File: src/rtl/pio_timing_pkg.sv
package pio_timing_pkg;
    parameter int TIME_W = 4;
    parameter int DATA_W = 16;
    parameter int ADDR_W = 3;
    parameter int CMD_W  = 8;

    typedef enum logic [1:0] {
        PH_IDLE   = 2'd0,
        PH_SETUP  = 2'd1,
        PH_ACTIVE = 2'd2,
        PH_RECOV  = 2'd3
    } pio_phase_e;
endpackage

File: src/rtl/pio_timing_sel.sv
module pio_timing_sel
    import pio_timing_pkg::*;
#(
    parameter int TW = TIME_W
) (
    input  logic            is_wr,
    input  logic            is_dat,
    input  logic [2*TW-1:0] cfg_dat_rd,
    input  logic [2*TW-1:0] cfg_dat_wr,
    input  logic [2*TW-1:0] cfg_cmd_rd,
    input  logic [2*TW-1:0] cfg_cmd_wr,
    output logic [TW-1:0]   act_len,
    output logic [TW-1:0]   rec_len
);
    logic [2*TW-1:0] pick;

    always_comb begin
        unique case ({is_dat, is_wr})
            2'b11:   pick = cfg_dat_wr;
            2'b10:   pick = cfg_dat_rd;
            2'b01:   pick = cfg_cmd_wr;
            default: pick = cfg_cmd_rd;
        endcase
        // a zero count still gives one clock of the phase
        act_len = (pick[TW-1:0] == '0)    ? TW'(1) : pick[TW-1:0];
        rec_len = (pick[2*TW-1:TW] == '0) ? TW'(1) : pick[2*TW-1:TW];
    end
endmodule

File: src/rtl/pio_cycle_seq.sv
module pio_cycle_seq
    import pio_timing_pkg::*;
#(
    parameter int TW        = TIME_W,
    parameter int DW        = DATA_W,
    parameter int AW        = ADDR_W,
    parameter int CW        = CMD_W,
    parameter int SETUP_CYC = 2
) (
    input  logic          clk,
    input  logic          rst_n,
    input  logic          req_valid,
    input  logic          req_write,
    input  logic          req_data_reg,
    input  logic [AW-1:0] req_addr,
    input  logic [DW-1:0] req_wdata,
    input  logic [TW-1:0] act_len,
    input  logic [TW-1:0] rec_len,
    input  logic [DW-1:0] drv_din,
    output logic          busy,
    output logic          drv_cs,
    output logic [AW-1:0] drv_addr,
    output logic          drv_rd,
    output logic          drv_wr,
    output logic          drv_oe,
    output logic [DW-1:0] drv_dout,
    output logic          rsp_done,
    output logic [DW-1:0] rsp_rdata
);
    localparam logic [DW-1:0] BYTE_MASK = DW'((64'd1 << CW) - 64'd1);
    localparam logic [TW-1:0] SETUP_LAST = TW'(SETUP_CYC - 1);

    typedef struct packed {
        pio_phase_e    ph;
        logic [TW-1:0] cnt;
        logic          wr;
        logic          dat;
        logic [AW-1:0] addr;
        logic [DW-1:0] wdata;
        logic [TW-1:0] act;
        logic [TW-1:0] rec;
        logic [DW-1:0] rdata;
        logic          done;
    } seq_t;

    seq_t s_d, s_q;

    always_comb begin
        s_d      = s_q;
        s_d.done = 1'b0;
        unique case (s_q.ph)
            PH_IDLE: begin
                if (req_valid) begin
                    s_d.ph    = PH_SETUP;
                    s_d.cnt   = SETUP_LAST;
                    s_d.wr    = req_write;
                    s_d.dat   = req_data_reg;
                    s_d.addr  = req_addr;
                    s_d.wdata = req_data_reg ? req_wdata : (req_wdata & BYTE_MASK);
                    s_d.act   = act_len;
                    s_d.rec   = rec_len;
                end
            end
            PH_SETUP: begin
                if (s_q.cnt == '0) begin
                    s_d.ph  = PH_ACTIVE;
                    s_d.cnt = s_q.act - TW'(1);
                end else begin
                    s_d.cnt = s_q.cnt - TW'(1);
                end
            end
            PH_ACTIVE: begin
                if (s_q.cnt == '0) begin
                    s_d.ph   = PH_RECOV;
                    s_d.cnt  = s_q.rec - TW'(1);
                    s_d.done = 1'b1;
                    if (!s_q.wr)
                        s_d.rdata = s_q.dat ? drv_din : (drv_din & BYTE_MASK);
                end else begin
                    s_d.cnt = s_q.cnt - TW'(1);
                end
            end
            default: begin
                if (s_q.cnt == '0) s_d.ph = PH_IDLE;
                else               s_d.cnt = s_q.cnt - TW'(1);
            end
        endcase
    end

    always_ff @(posedge clk or negedge rst_n) begin
        if (!rst_n) s_q <= '{ph: PH_IDLE, default: '0};
        else        s_q <= s_d;
    end

    assign busy      = (s_q.ph != PH_IDLE);
    assign drv_cs    = (s_q.ph == PH_SETUP) || (s_q.ph == PH_ACTIVE);
    assign drv_addr  = s_q.addr;
    assign drv_rd    = (s_q.ph == PH_ACTIVE) && !s_q.wr;
    assign drv_wr    = (s_q.ph == PH_ACTIVE) && s_q.wr;
    assign drv_oe    = s_q.wr && drv_cs;
    assign drv_dout  = s_q.wdata;
    assign rsp_done  = s_q.done;
    assign rsp_rdata = s_q.rdata;

    // a strobe only rises after two clocks of chip select
    a_r2_setup_before_strobe: assert property (@(posedge clk) disable iff (!rst_n)
        $rose(drv_rd || drv_wr) |-> ($past(drv_cs, 1) && $past(drv_cs, 2)));
    // address held while chip select stays asserted
    a_r2_addr_stable: assert property (@(posedge clk) disable iff (!rst_n)
        (drv_cs && $past(drv_cs)) |-> $stable(drv_addr));
    // done is a single pulse that directly follows a strobe
    a_r7_done_single: assert property (@(posedge clk) disable iff (!rst_n)
        rsp_done |=> !rsp_done);
    a_r7_done_after_strobe: assert property (@(posedge clk) disable iff (!rst_n)
        rsp_done |-> ($past(drv_rd || drv_wr) && !(drv_rd || drv_wr)));
    // write strobe always inside the driven data window
    a_r9_oe_covers_write: assert property (@(posedge clk) disable iff (!rst_n)
        drv_wr |-> drv_oe);
    // chip select never asserted outside a busy interval
    a_r4_cs_within_busy: assert property (@(posedge clk) disable iff (!rst_n)
        drv_cs |-> busy);
endmodule

File: src/rtl/pio_strobe_engine.sv
module pio_strobe_engine
    import pio_timing_pkg::*;
#(
    parameter int TW        = TIME_W,
    parameter int DW        = DATA_W,
    parameter int AW        = ADDR_W,
    parameter int CW        = CMD_W,
    parameter int SETUP_CYC = 2
) (
    input  logic          clk,
    input  logic          rst_n,
    input  logic [2*TW-1:0] cfg_dat_rd,
    input  logic [2*TW-1:0] cfg_dat_wr,
    input  logic [2*TW-1:0] cfg_cmd_rd,
    input  logic [2*TW-1:0] cfg_cmd_wr,
    input  logic          req_valid,
    input  logic          req_write,
    input  logic          req_data_reg,
    input  logic [AW-1:0] req_addr,
    input  logic [DW-1:0] req_wdata,
    output logic          busy,
    output logic          drv_cs,
    output logic [AW-1:0] drv_addr,
    output logic          drv_rd,
    output logic          drv_wr,
    output logic          drv_oe,
    output logic [DW-1:0] drv_dout,
    input  logic [DW-1:0] drv_din,
    output logic          rsp_done,
    output logic [DW-1:0] rsp_rdata
);
    logic [TW-1:0] act_len;
    logic [TW-1:0] rec_len;

    pio_timing_sel #(.TW(TW)) u_sel (
        .is_wr      (req_write),
        .is_dat     (req_data_reg),
        .cfg_dat_rd (cfg_dat_rd),
        .cfg_dat_wr (cfg_dat_wr),
        .cfg_cmd_rd (cfg_cmd_rd),
        .cfg_cmd_wr (cfg_cmd_wr),
        .act_len    (act_len),
        .rec_len    (rec_len)
    );

    pio_cycle_seq #(
        .TW(TW), .DW(DW), .AW(AW), .CW(CW), .SETUP_CYC(SETUP_CYC)
    ) u_seq (
        .clk          (clk),
        .rst_n        (rst_n),
        .req_valid    (req_valid),
        .req_write    (req_write),
        .req_data_reg (req_data_reg),
        .req_addr     (req_addr),
        .req_wdata    (req_wdata),
        .act_len      (act_len),
        .rec_len      (rec_len),
        .drv_din      (drv_din),
        .busy         (busy),
        .drv_cs       (drv_cs),
        .drv_addr     (drv_addr),
        .drv_rd       (drv_rd),
        .drv_wr       (drv_wr),
        .drv_oe       (drv_oe),
        .drv_dout     (drv_dout),
        .rsp_done     (rsp_done),
        .rsp_rdata    (rsp_rdata)
    );
endmodule

File: config.mk
export PLATFORM = sky130hd
export DESIGN_NAME = pio_strobe_engine
export DESIGN_NICKNAME = d
export VERILOG_FILES = /design/src/rtl/pio_timing_pkg.sv /design/src/rtl/pio_timing_sel.sv /design/src/rtl/pio_cycle_seq.sv /design/src/rtl/pio_strobe_engine.sv
export SDC_FILE = /design/constraint.sdc
export NUM_CORES = 1
export LEC_CHECK = 0
export BUFFER_PORTS_ARGS = -buffer_cell sky130_fd_sc_hd__buf_2
export CAP_MARGIN = 25
export CORE_MARGIN = 2
export CORE_UTILIZATION = 40
export CTS_CLUSTER_DIAMETER = 40
export DETAILED_ROUTE_END_ITERATION = 6
export PLACE_DENSITY = 0.73
export SLEW_MARGIN = 40
export SYNTH_ARGS = -nofsm -noshare
export SYNTH_HDL_FRONTEND = slang
export SYNTH_SLANG_ARGS = --single-unit
File: constraint.sdc
create_clock -name clk -period 2.6 [get_ports clk]
set_clock_uncertainty 0.05 [all_clocks]
set_input_delay 0.13 -clock clk [delete_from_list [all_inputs] [get_ports clk]]
set_output_delay 0.13 -clock clk [all_outputs]
set_load 0.01 [all_outputs]
# Word level (Yosys, flattened, before mapping)

Index checks and enable logic that the tools add are counted.

Register bits after elaboration: 52
Input bits: 72
Output and inout port bits: 41
Logic and storage cells: 53

$add $sub $neg: 3
Equal/unequal tests: 9
Muxes and demuxes: 15
Bitwise logic cells: 1
Reduce and logical (&&, ||, !) cells: 15

Operator list:

| operator                                            | number |
|---|---|
| two-way mux 35 bit                                  | 1 |
| two-way mux 16 bit                                  | 2 |
| one-hot mux 8 bit (3 select lines)                  | 1 |
| two-way mux 4 bit                                   | 5 |
| one-hot mux 6 bit (3 select lines)                  | 1 |
| logical NOT 4 bit                                   | 3 |
| subtractor 4 x 1 -> 4 bit, second input constant    | 3 |
| equality test 2 bit, second input constant          | 3 |
| two-way mux 2 bit                                   | 3 |
| equality test 2 x 1 -> 1 bit, second input constant | 2 |
| != test 2 x 1 -> 1 bit, second input constant       | 2 |
| != test 4 bit, second input constant                | 1 |
| AND reduction 2 bit                                 | 2 |
| AND reduction 4 bit                                 | 1 |
| nonzero test 2 bit                                  | 2 |
| logical AND 1 bit                                   | 3 |
| AND reduction 3 bit                                 | 1 |
| logical NOT 2 bit                                   | 1 |
| two-way mux 1 bit                                   | 2 |
| != test 2 bit, second input constant                | 1 |
| logical NOT 1 bit                                   | 1 |
| logical OR 1 bit                                    | 1 |
| inverter 1 bit                                      | 1 |

# Depth between registers and ports, before layout

Word-level depth: 6
Mapped depth: 7
Depth with buffers taken out: 6

# By module

A second synthesis with hierarchy kept.

Cell total of the unflattened synthesis: 265
Area, all modules: 2905.3 um^2

Modules (own cells, without submodules):

| module         | times used | cells each | area each (um^2) | sequential area each (um^2) |
|---|---|---|---|---|
| pio_cycle_seq  | 1          | 251        | 2670.1           | 1301.2 |
| pio_timing_sel | 1          | 14         | 235.2            | 0.0 |

# Least setup slack after synthesis

No wires, ideal clock.

Path type: reg2reg
Start point: reg u_seq.s_q[50] in the netlist's numbering
End point: reg u_seq.s_q (netlist bit u_seq.rsp_rdata[4])
Library setup time: 0.125 ns
Arrival time: 1.696 ns
Required time: 2.425 ns
Slack: 0.729 ns
Cell stages (with the launch flop): 7
Buffers on the path: 1
Period minus slack after synthesis: 1.871 ns
Cells stage by stage: dfrtp_1 inv_1 ha_1 nor2b_1 nand2_1 clkbuf_1 mux2_2

Longest elaborated chain between the ends: 2

Ends and longest elaborated chain:

| what                                 | line                | RTL |
|---|---|---|
| from (decl)                          | pio_cycle_seq.sv:46 | `seq_t s_d, s_q;` |
| from (signal assigned)               | pio_cycle_seq.sv:91 | `if (!rst_n) s_q <= '{ph: PH_IDLE, default: '0};` |
| from (signal assigned)               | pio_cycle_seq.sv:92 | `else s_q <= s_d;` |
| equality test 2 bit                  | pio_cycle_seq.sv:51 | `unique case (s_q.ph)` |
| AND reduction 3 bit (no source line) | -                   |  |

Every way passes these cells.
A chain may end at the register's enable or synchronous reset.

# Worst setup path after layout

Start point: reg u_seq.s_q[50] in the netlist's numbering
End point: reg u_seq.s_q[49] in the netlist's numbering

Longest elaborated chain between the ends: 3
Elaborated cells between the ends (all ways): 7
Those cells by class: eq/ne (4); mux (1); reduce/logical (2)

Ends and longest elaborated chain:

| what                                                            | line |
|---|---|
| equality test 2 bit, or another cell as far along               | pio_cycle_seq.sv:51 |
| != test 4 bit (no source line) or != test 2 bit (tied branches) | - |
| AND reduction 2 bit (no source line)                            | - |

Parallel ways exist; a longest one is shown, timed or not.

==> qor.txt <==
EDFF count, synth - 0
Final wirelength - 5690 µm
Clk buf depth - 2
# nets final - 428
Clock power frac - 13.0%
Die area - 7722 µm²
Fraction of the cycle the final worst path needs - 77.07%
Cell taking the most area after synthesis - dfrtp_1
Post-route DRC - 0
Synthesized area - 2814 µm²
Mean Syn Cell Area - 10.86 µm²
Highest Clock Rate - 0.4990 GHz
Tot Pwr - 0.003658 W
Synth async-reset ratio - 100.0%
Final min period - 2.004 ns
HP Class - input pin to flop
Worst VDD drop - 0.0003700 V
Fillers - 621
Resize count post-CTS - 0
Max-Cap Viols - 0
Vias in the first global route - 1960
Num rows - 30
Logic pwr share - 48.0%
CP Data Arrival Time - 2.15 ns
Die width - 87.88 µm
Postcts setup bufs - 0
Post-synth top area share - 46.24%
Syn Inst Count - 259
PwrDens - 1067 nW/µm²
Io pins - 113
Synth Register Bits - 52
NetSw - 0.001411 W
Synth top area cells - dfrtp_1 (46%), mux2_2 (11%), buf_4 (9.3%)
Placed Instances - 425
Initial Utilization - 41.42%
Synth cell types - 35
Dominant synthesized flop cell - dfrtp_1
1st-iter DRT viols - 42
Place WS - 0.6249 ns
Placer Congestion - 0.7279
Syn Nets - 338
Via/cell ratio - 4.724
Switching part of the total - 38.57%
Internal power - 0.002247 W
Non-filler cells in the finished layout - 446
Register area share after synthesis - 46.24%
Area grow syn2layout - 21.88%
Final Hold Fails - 0
# setup viols final - 0
Syn. warnings - 0
Core Region - 6794 µm²
CTS tree - done
Rel. slew slack - 73.01%
Setup crit start kind - flop
Share of layout cells above drive strength 1 - 46.00%
Fin util - 50.48%
RSZ-0062 raised after global routing - false
IO Port Bufs - 112
Clock sink count - 52
Ant. Diodes - 0
Setup TNS - 0 ns
Status - finished clean
Slew Limit Fails - 0
Worst-skew pair later-pin latency - 0.30 ns
Routed Antenna Nets - 0
Initial antenna violation count - 0
DR vias - 2107
GR Util All Layers - 14.69%
H-tree levels - 2
Die H - 87.88 µm
Clk slew on worst S/H paths - 0.10 ns
Sequential share of power - 39.1%
Largest net degree at the start of global routing - 33
Setup slack after layout - 0.5961 ns
Total gr overflow - 0
CP required - 2.74 ns
Crit end category - flop
Max FO, Critical Path - 7
Total CTS buffers - 5
Root Driver - clkbuf_8
Tightest Pin Transition - 0.4015 ns
Pre-Repair DR Iteration Count - 4
Routed len/inst - 12.76 µm
First-pass GRT wire length - 8880 µm
Leakage - 1.693 nW
Post-DP HPWL - 4290 µm
Critical path class - flop to flop
-- power groups by stage --
stage | clock (W) | sequential [W] | combinational, W
5_1_grt | 0.000522 | 0.00147 | 0.00196
4_1_cts | 0.000489 | 0.00143 | 0.00178
3_3_place_gp | 0 | 0.00143 | 0.00172
6_report | 0.000474 | 0.00143 | 0.00175
3_5_place_dp | 0 | 0.00145 | 0.00176
2_1_floorplan | 0 | 0.00137 | 0.00157
-- cell usage in the layout, fill, tap and decap left out, types with 2 or more instances in the layout --
cell / n
nor3_1: 10
nor4b_1: 2
o22ai_1: 5
and2_1: 2
buf_2: 111
a221o_1: 2
dfrtp_1: 52
mux2_2: 27
xnor2_1: 4
clkbuf_8: 5
nand3_1: 2
a21oi_1: 5
mux4_2: 8
dlygate4sd3_1: 13
buf_4: 5
nor2b_1: 4
ha_1: 7
inv_1: 11
nand2_1: 37
nor2_1: 3
o21ai_0: 19
-- cells by family after synthesis --
logic type	after synthesis	synth area share, %
adder cells (fa/ha/maj)	7	3.112
XOR/XNOR	4	1.245
flip-flops	52	46.24
AO/OA/AOI/OAI	40	8.894
buffers and inverters	57	12.63
multiplexers	35	17.21
AND/OR/NAND/NOR	64	10.67
-- metrics by stage --
step	hold slack (ns)	area, µm²
CTS	0.00005493	3397
global placement	0.1747	3211
finish	0.006442	3430
detailed placement	0.1858	3211
floorplan	-0.2156	2814
global route	0.0003802	3430
-- worst max-delay path, cell delays in order (launching register included) --
cell      delay, ns
dfrtp_1        0.45
inv_1          0.11
ha_1           0.27
or2_2          0.36
a21oi_4        0.21
o21bai_1       0.10
a221o_1        0.34
-- layout make-up --
type / count / area, µm² / area share (%)
Clock buffer: 6 / 72.57 / 2.116
Clock inverter: 2 / 13.76 / 0.4013
Inverter: 11 / 41.29 / 1.204
Multi-Input combinational cell: 150 / 1157 / 33.75
Sequential cell: 52 / 1301 / 37.94
Tap cell: 96 / 120.1 / 3.502
Timing Repair Buffer: 129 / 723.2 / 21.09
-- timing repair --
action	in CTS	in global routing
hold endpoints to repair	40	3
hold buffers	10	3
setup endpoints to repair	0	0
-- per-layer routing --
metal	wire length [µm]	share of wire (%)	track usage, %
met5	0	0	0
met4	54	0.95	5.594
met3	367	6.4	3.016
met2	2728	48	24.31
met1	2540	45	19.01
-- final timing paths --
path / start / endpoint / slack [ns] / cells past startpoint
min reg2reg: u_seq.drv_dout[10] / u_seq.drv_dout[10] / 0.43 / 2
max: u_seq.s_q[50] / u_seq.s_q[49] / 0.60 / 6
max in group asynchronous: rst_n / u_seq.s_q[49] / 1.63 / 3
min: req_addr[1] / u_seq.drv_addr[1] / 0.006 / 2
max reg2reg: u_seq.s_q[50] / u_seq.s_q[49] / 0.60 / 6
min in group asynchronous: rst_n / u_seq.rsp_rdata[14] / 0.25 / 2
-- sequential cells by signal (all words and copies together) (netlist names) --
signal / cells
u_seq.drv_addr: 3
u_seq.drv_dout: 16
u_seq.rsp_done: 1
u_seq.rsp_rdata: 16
u_seq.s_q: 16
-- Yosys cell counts, types with 2 or more instances --
| cell | number |
|---|---|
| buf_2 | 2 |
| xnor2_1 | 4 |
| mux2_2 | 27 |
| o22ai_1 | 5 |
| clkbuf_1 | 7 |
| nand2_1 | 37 |
| o21ai_0 | 19 |
| nor3_1 | 10 |
| nand3_1 | 2 |
| and2_1 | 2 |
| buf_4 | 35 |
| nor2_1 | 3 |
| inv_1 | 11 |
| nor2b_1 | 4 |
| a221o_1 | 2 |
| nor4b_1 | 2 |
| dfrtp_1 | 52 |
| ha_1 | 7 |
| a21oi_1 | 5 |
| mux4_2 | 8 |
Power figures use the tool's default switching activity.
